--- src/rtl/occ_pkg.sv ---
package occ_pkg;

    typedef enum logic [1:0] {
        ST_ARMED   = 2'd0,
        ST_SKIP    = 2'd1,
        ST_WATCH   = 2'd2,
        ST_TRIPPED = 2'd3
    } occ_state_e;

endpackage

--- src/rtl/occ_cycle_ctr.sv ---
module occ_cycle_ctr #(
    parameter int CNT_W = 5
) (
    input  logic             clk,
    input  logic             rst_n,
    input  logic             clr_i,
    input  logic             start_i,
    input  logic             inc_i,
    output logic [CNT_W-1:0] cnt_o
);

    // Index of the cycle now running, counted from the trigger cycle (0).
    always_ff @(posedge clk or negedge rst_n) begin
        if (!rst_n) begin
            cnt_o <= '0;
        end else if (clr_i || start_i) begin
            cnt_o <= '0;
        end else if (inc_i) begin
            cnt_o <= cnt_o + 1'b1;
        end
    end

endmodule

--- src/rtl/occ_fsm.sv ---
module occ_fsm
    import occ_pkg::*;
#(
    parameter int SKIP_CYCLES  = 8,
    parameter int WATCH_CYCLES = 8,
    parameter int CNT_W        = 5
) (
    input  logic             clk,
    input  logic             rst_n,
    input  logic             enable,
    input  logic             uvlo,
    input  logic             ilim_hit,
    input  logic [CNT_W-1:0] cnt_i,
    output occ_state_e       state_o,
    output logic             clr_o,
    output logic             start_o,
    output logic             inc_o
);

    // Index of the final inhibited cycle, and of the final watched cycle.
    localparam logic [CNT_W-1:0] SKIP_LAST  = CNT_W'(SKIP_CYCLES);
    localparam logic [CNT_W-1:0] WATCH_LAST = CNT_W'(SKIP_CYCLES + WATCH_CYCLES);

    occ_state_e state_q, state_d;

    always_ff @(posedge clk or negedge rst_n) begin
        if (!rst_n) begin
            state_q <= ST_ARMED;
        end else begin
            state_q <= state_d;
        end
    end

    always_comb begin
        state_d = state_q;
        clr_o   = 1'b0;
        start_o = 1'b0;
        inc_o   = 1'b0;
        if (!enable || uvlo) begin
            state_d = ST_ARMED;
            clr_o   = 1'b1;
        end else begin
            unique case (state_q)
                ST_ARMED: begin
                    if (ilim_hit) begin
                        state_d = ST_SKIP;
                        start_o = 1'b1;
                    end
                end
                ST_SKIP: begin
                    inc_o = 1'b1;
                    if (cnt_i == SKIP_LAST) begin
                        // This edge starts the first watched cycle.
                        state_d = ilim_hit ? ST_TRIPPED : ST_WATCH;
                    end
                end
                ST_WATCH: begin
                    if (cnt_i == WATCH_LAST) begin
                        // The window has closed: re-arm, and treat a hit as a new trigger.
                        if (ilim_hit) begin
                            state_d = ST_SKIP;
                            start_o = 1'b1;
                        end else begin
                            state_d = ST_ARMED;
                            clr_o   = 1'b1;
                        end
                    end else if (ilim_hit) begin
                        state_d = ST_TRIPPED;
                    end else begin
                        inc_o = 1'b1;
                    end
                end
                ST_TRIPPED: begin
                    state_d = ST_TRIPPED;
                end
                default: begin
                    state_d = ST_ARMED;
                    clr_o   = 1'b1;
                end
            endcase
        end
    end

    assign state_o = state_q;

endmodule

--- src/rtl/occ_out_dec.sv ---
module occ_out_dec
    import occ_pkg::*;
(
    input  occ_state_e state_i,
    output logic       hs_inhibit,
    output logic       oc_latched,
    output logic       pgood_kill
);

    always_comb begin
        hs_inhibit = 1'b0;
        oc_latched = 1'b0;
        pgood_kill = 1'b0;
        unique case (state_i)
            ST_ARMED: ;
            ST_SKIP: hs_inhibit = 1'b1;
            ST_WATCH: ;
            ST_TRIPPED: begin
                hs_inhibit = 1'b1;
                oc_latched = 1'b1;
                pgood_kill = 1'b1;
            end
            default: ;
        endcase
    end

endmodule

--- src/rtl/occ_guard.sv ---
module occ_guard
    import occ_pkg::*;
#(
    parameter int SKIP_CYCLES  = 8,
    parameter int WATCH_CYCLES = 8
) (
    input  logic clk,
    input  logic rst_n,
    input  logic enable,
    input  logic uvlo,
    input  logic ilim_hit,
    output logic hs_inhibit,
    output logic oc_latched,
    output logic pgood_kill
);

    localparam int CNT_W = $clog2(SKIP_CYCLES + WATCH_CYCLES + 1);

    occ_state_e       state;
    logic [CNT_W-1:0] cyc_idx;
    logic             ctr_clr;
    logic             ctr_start;
    logic             ctr_inc;

    occ_fsm #(
        .SKIP_CYCLES (SKIP_CYCLES),
        .WATCH_CYCLES(WATCH_CYCLES),
        .CNT_W       (CNT_W)
    ) u_fsm (
        .clk     (clk),
        .rst_n   (rst_n),
        .enable  (enable),
        .uvlo    (uvlo),
        .ilim_hit(ilim_hit),
        .cnt_i   (cyc_idx),
        .state_o (state),
        .clr_o   (ctr_clr),
        .start_o (ctr_start),
        .inc_o   (ctr_inc)
    );

    occ_cycle_ctr #(
        .CNT_W(CNT_W)
    ) u_ctr (
        .clk    (clk),
        .rst_n  (rst_n),
        .clr_i  (ctr_clr),
        .start_i(ctr_start),
        .inc_i  (ctr_inc),
        .cnt_o  (cyc_idx)
    );

    occ_out_dec u_dec (
        .state_i   (state),
        .hs_inhibit(hs_inhibit),
        .oc_latched(oc_latched),
        .pgood_kill(pgood_kill)
    );

endmodule

--- config.mk ---
export PLATFORM = sky130hd
export DESIGN_NAME = occ_guard
export DESIGN_NICKNAME = d
export VERILOG_FILES = /design/src/rtl/occ_pkg.sv /design/src/rtl/occ_cycle_ctr.sv /design/src/rtl/occ_fsm.sv /design/src/rtl/occ_out_dec.sv /design/src/rtl/occ_guard.sv
export SDC_FILE = /design/constraint.sdc
export NUM_CORES = 1
export LEC_CHECK = 0
export BUFFER_PORTS_ARGS = -buffer_cell sky130_fd_sc_hd__buf_2
export CORE_AREA = 2 2 39 41
export CTS_CLUSTER_SIZE = 8
export DETAILED_ROUTE_END_ITERATION = 12
export DIE_AREA = 0 0 41 43
export GPL_ROUTABILITY_DRIVEN = 1
export GPL_TIMING_DRIVEN = 1
export MAX_ROUTING_LAYER = met4
export PLACE_DENSITY = 0.65
export SYNTH_ARGS = -nofsm -noshare
export SYNTH_HDL_FRONTEND = slang
export SYNTH_SLANG_ARGS = --single-unit
--- constraint.sdc ---
create_clock -name clk -period 3.2 [get_ports clk]
set_input_delay 0.16 -clock clk [delete_from_list [all_inputs] [get_ports clk]]
set_output_delay 0.16 -clock clk [all_outputs]
set_load 0.1 [all_outputs]
# Word-level counts from Yosys, hierarchy flattened
# Cells that the tools add are included.
dict set report word_totals {
  memories 0
  output_inout_bits 3
  regBits 7
  rom_bits 0
  wordCells 41
  latch_bits 0
  mem_bits_rw 0
}
dict set report classes {
  n_eq_ne 8
  n_reduce_logical 7
  magnitude_cmp 0
  n_div 0
  n_shift 0
  mux 23
  multipliers 0
  bitwise_logic 0
  n_addsub 1
}
# cell n
set ops {}
lappend ops {{$mux W1} 13}
lappend ops {{$mux W2} 5}
lappend ops {{$mux W5} 2}
lappend ops {{$pmux W2 S4} 1}
lappend ops {{$add A5 B1 Y5 const B} 1}
lappend ops {{$eq A5 B4 Y1 const B} 1}
lappend ops {{$eq A5 B5 Y1 const B} 1}
lappend ops {{$eq A2 B2 Y1 const B} 2}
lappend ops {{$ne A4 B2 Y1 const B} 1}
lappend ops {{$pmux W1 S2} 2}
lappend ops {{$ne A3 B2 Y1 const B} 1}
lappend ops {{$ne A3 B3 Y1 const B} 1}
lappend ops {{$reduce_and A3 Y1} 1}
lappend ops {{$eq A2 B1 Y1 const B} 1}
lappend ops {{$logic_not A2 Y1} 1}
lappend ops {{$logic_or A1 B1 Y1} 2}
lappend ops {{$reduce_bool A2 Y1} 1}
lappend ops {{$reduce_or A2 Y1} 1}
lappend ops {{$logic_not A1 Y1} 1}

# Depth between registers and ports, before layout
dict set report depth {
  depth_word 6
  ltp_mapped 6
  ltp_nobuf 6
}

# By module
# A second synthesis with hierarchy kept.
dict set report unflattened {
  cells_unflattened 59
  hier_area_um2 563.0
}
# module seq_area_each_um2 n_inst cells_each area_per_inst_um2
set modules_own_cells {}
lappend modules_own_cells {occ_fsm 50.0 1 34 281.5}
lappend modules_own_cells {occ_cycle_ctr 125.1 1 22 264.0}
lappend modules_own_cells {occ_out_dec 0.0 1 3 17.5}

# Least setup slack after synthesis
# No wires, ideal clock.
dict set report synth_timing {
  kind {flip-flop to output port}
  from {reg u_fsm.state_q[0], in the netlist u_fsm.state_o[0]}
  to {out hs_inhibit}
  t_arrival_ps 1813
  stages_incl_launch_ff 3
  required_time_ps 3040
  path_buffers 0
  setup_slack_ps 1227
  cell_sequence {dfrtp_1 > ha_1 > or2_2}
}
dict set report synth_via {
  elab_chain_len 3
  word_cells_on_any_way 4
  cone_classes {eq/ne: 2; mux: 1; reduce/logical: 1}
}
# element line_no
set synth_rtl {}
lappend synth_rtl {{start, declared} occ_fsm.sv:24} ;# occ_state_e state_q, state_d;
lappend synth_rtl {{start signal, assigned} occ_fsm.sv:30} ;# state_q <= state_d;
lappend synth_rtl {{$eq A2 B1 Y1 or $eq A2 B2 Y1 (tied branches)} occ_out_dec.sv:14} ;# unique case (state_i)
lappend synth_rtl {{$reduce_or A2 Y1 (no line) (*)} n/a}
lappend synth_rtl {{$mux W1 (*)} occ_out_dec.sv:14}
lappend synth_rtl {{end, declared} occ_guard.sv:12} ;# output logic hs_inhibit,
# Mark *: on every way between the ends. The rest lies on a longest branch, timed or not.

# Worst setup path in the final report
dict set report layout_timing {
  from {reg u_fsm.state_q[1], in the netlist u_fsm.state_o[1]}
  to {out hs_inhibit}
}
# The elaborated chain is that of the path after synthesis.

==> metrics.txt <==
worst flop-to-flop path startpoint u_fsm.state_o[0]; number of diodes added for antenna fixing 0; final-report hold violation count 0; average via count per standard cell between 5 and 6; Total GRT Usage 14.9%; fraction of power spent switching nets around 28%; row cnt 14; total placed instance area between 600 and 700 µm²; aggregate routed wire length 936 µm; sequential cell area 175 µm²; Clock transition at path regs ~0.050 ns; Hold WC Path Type in -> reg; clock root cell sky130_fd_sc_hd__clkbuf_4; fraction of final layout cells sized beyond drive strength 1 between 20% and 30%; type of element launching the critical path flop; reported leakage power about 0.29 nW; run status complete, no violations; number of cells produced by synthesis 56; stage delay of the slowest cell on the critical path a little over 0.4 ns; clock buffers created by TritonCTS 3; TritonRoute pass-1 iters 3; chip height between 40 and 50 µm; netlist area before placement around 570 µm²; Initial Util between 40 and 50%; worst hold slack across all endpoints 0.194 ns; deepest level of the CTS H-tree 1; largest net degree at the start of global routing 8; Seq cells post-synth 7; number of buffer and inverter instances along the worst setup path 2; count of port buffers added during placement 7; setup ws final approximately 1.4 ns; final instance area ~660 µm²; layout net count 79; Peak VDD IR ~0.00024 V; Placeable Area 1380 µm²; number of global-route vias before repair 402; setup repair after global routing missed its margin no; post-layout minimum cycle time 1.80 ns; cell type of the slowest stage on the worst timing path sky130_fd_sc_hd__buf_2; Clock Sinks 7; data arrival time of the critical path approximately 1.6 ns; most used cells in the layout excluding fill and tap cells sky130_fd_sc_hd__inv_1, sky130_fd_sc_hd__buf_2, sky130_fd_sc_hd__dfrtp_1; type of the worst setup path reg -> out; origin of the worst min-delay path enable; cts hold-fix bufs 1; DRC Markers 0; Worst path top cell family by delay buffers and inverters; crit-path cells inv_1, ha_1, or2_2, buf_2; clock power share about two fifths; Mapped Avg Cell Area slightly above 10 µm²; yosys synthesis warning count 0; critical path data required time about 3.0 ns; latest clock arrival within the worst-skew pair approximately 0.25 ns; number of maximum-capacitance violations 0; area growth from synthesis to final layout 14.6%; count of final max-slew check failures 0; synthesized netlist net count 67; number of nets with antenna violations after detailed routing 0; detailed-placement wirelength estimate about 790 µm; kind of end point of the critical path primary output; post-route fraction of the period consumed by the critical path approximately 56%; Starting DRT DRC Count 8; worst slew margin relative to its limit between 60% and 70%; setup TNS after final layout 0 ns; part of the total power dissipated in sequential elements a little over two fifths; I/O pin cnt 8; global placement routability congestion between 0.8 and 0.9; internal power consumption approximately 0.15 mW; critical path launch point u_fsm.state_o[1]; maximum fanout along the worst path 7; Final Skew approximately 0.0047 ns; power per cell area about 320 nW/µm²; switching power total between 0.05 and 0.06 mW; die outline area 1760 µm²; register area share after synthesis a little under a third; count of distinct cell types in the synthesized netlist 27; first-pass GRT wire length approximately 1.7 mm; cts repair resizes 0; antenna violations before repair 0; combined area of the multi-input logic cells about 360 µm²; overall power after layout 0.208 mW; upper clock frequency limit 0.554 GHz; total grt overflow 0; DP Worst Slack roughly 1.6 ns; combinational power share roughly 17%; buffer levels on the longest clock path 2; final routed wire length divided by cell count 11.3 µm; post-CTS setup-driven buffer insertion count 0; final setup violation count 0; Filler Cells Inserted between 100 and 150; width of the die slightly above 40 µm; via count of the routed design approximately 420; clock tree from TritonCTS built; worst slew pin tran 0.483 ns
-- power by group through the flow --
stage | Sequential [mW] | Combinational (mW) | Clock [mW]
detailed placement | 0.0927 | 0.0353 | 0
global placement | 0.0926 | 0.0354 | 0
global route | 0.0915 | 0.0393 | 0.0915
CTS | 0.0912 | 0.0364 | 0.0832
floorplan | 0.0924 | 0.0267 | 0
finish | 0.0912 | 0.0361 | 0.0811
-- layout make-up --
cell class | instances | area share [%]
multi-input cells | 41 | 55.4
flip-flops and latches | 7 | 26.7
repair buffers | 8 | 6.86
clock buffers | 4 | 4.00
inverters | 7 | 4.00
well taps | 16 | 3.05
-- worst register-to-register path, cell delays in order, from the launching register on --
cell and delay (ns):
sky130_fd_sc_hd__dfrtp_1 0.41, sky130_fd_sc_hd__inv_1 0.08, sky130_fd_sc_hd__ha_1 0.24, sky130_fd_sc_hd__and2b_1 0.22, sky130_fd_sc_hd__a221oi_2 0.33, sky130_fd_sc_hd__and4b_1 0.23, sky130_fd_sc_hd__nor3_1 0.04
-- registers in the layout, summed over array words and instances, names as in the netlist --
signal and cells:
u_fsm.state_o 2, u_ctr.cnt_o 5
-- per-layer routing --
layer  routed length (µm)  global-route usage, %  up-vias
met5                    0                      -        -
met4                   20                   8.00        0
met3                   32                   3.14        2
met2                  386                   20.3        7
met1                  496                   20.1      189
li1                     -                      -      218
-- final timing paths --
kind | endpoint | slack [ns] | depth (start not counted)
setup / recovery | hs_inhibit | 1.40 | 4
hold reg to reg | u_ctr.cnt_o[1] | 0.58 | 2
max in group asynchronous | u_ctr.cnt_o[4] | 2.78 | 2
setup reg to reg | u_fsm.state_o[0] | 1.54 | 6
hold / removal | u_fsm.state_o[1] | 0.19 | 3
min in group asynchronous | u_ctr.cnt_o[3] | 0.26 | 2
-- logic make-up (layout without fill, tap and decap cells) --
logic type	count (synthesis)	in the layout	share of synthesized area, %
adders and majority gates	6	6	13.1
xor gates and xnor gates	3	3	4.59
and+or+nand+nor	19	19	22.3
DFF	7	7	30.6
muxes	1	1	1.75
buffers and inverters	8	19	5.90
AOI/OAI and AO/OA	12	12	21.8
-- synth_stat cells --
cell / count / share of area [%]
sky130_fd_sc_hd__nand4bb_1: 1 / 2.0
sky130_fd_sc_hd__nand3_1: 1 / 0.87
sky130_fd_sc_hd__nor2b_1: 1 / 1.1
sky130_fd_sc_hd__nand2_1: 2 / 1.3
sky130_fd_sc_hd__nor3_1: 1 / 0.87
sky130_fd_sc_hd__buf_4: 1 / 1.3
sky130_fd_sc_hd__and2b_1: 1 / 1.3
sky130_fd_sc_hd__and4b_1: 1 / 1.7
sky130_fd_sc_hd__inv_1: 7 / 4.6
sky130_fd_sc_hd__and2_1: 3 / 3.3
sky130_fd_sc_hd__a31o_1: 1 / 1.5
sky130_fd_sc_hd__xor2_1: 2 / 3.1
sky130_fd_sc_hd__a21o_1: 1 / 1.3
sky130_fd_sc_hd__a21oi_1: 3 / 2.6
sky130_fd_sc_hd__a211oi_2: 1 / 2.2
sky130_fd_sc_hd__xnor2_1: 1 / 1.5
sky130_fd_sc_hd__a31o_4: 1 / 3.1
sky130_fd_sc_hd__nor2_1: 6 / 3.9
sky130_fd_sc_hd__ha_1: 6 / 13
sky130_fd_sc_hd__o21ai_0: 1 / 0.87
sky130_fd_sc_hd__dfrtp_1: 7 / 31
sky130_fd_sc_hd__o2111ai_1: 2 / 3.1
sky130_fd_sc_hd__mux2i_1: 1 / 1.7
sky130_fd_sc_hd__nand4bb_4: 1 / 4.8
sky130_fd_sc_hd__a221oi_2: 1 / 2.6
sky130_fd_sc_hd__o2111ai_4: 1 / 4.6
sky130_fd_sc_hd__or2_2: 1 / 1.1
-- through the flow --
step / utilization [%] / instances
final: 47.5 / 83
after global routing: 47.5 / 83
after CTS: 47.5 / 83
after detailed placement: 44.8 / 78
after global placement: 44.8 / 78
after floorplan: - / 56
Note: power is estimated with default switching activity, not from simulation.
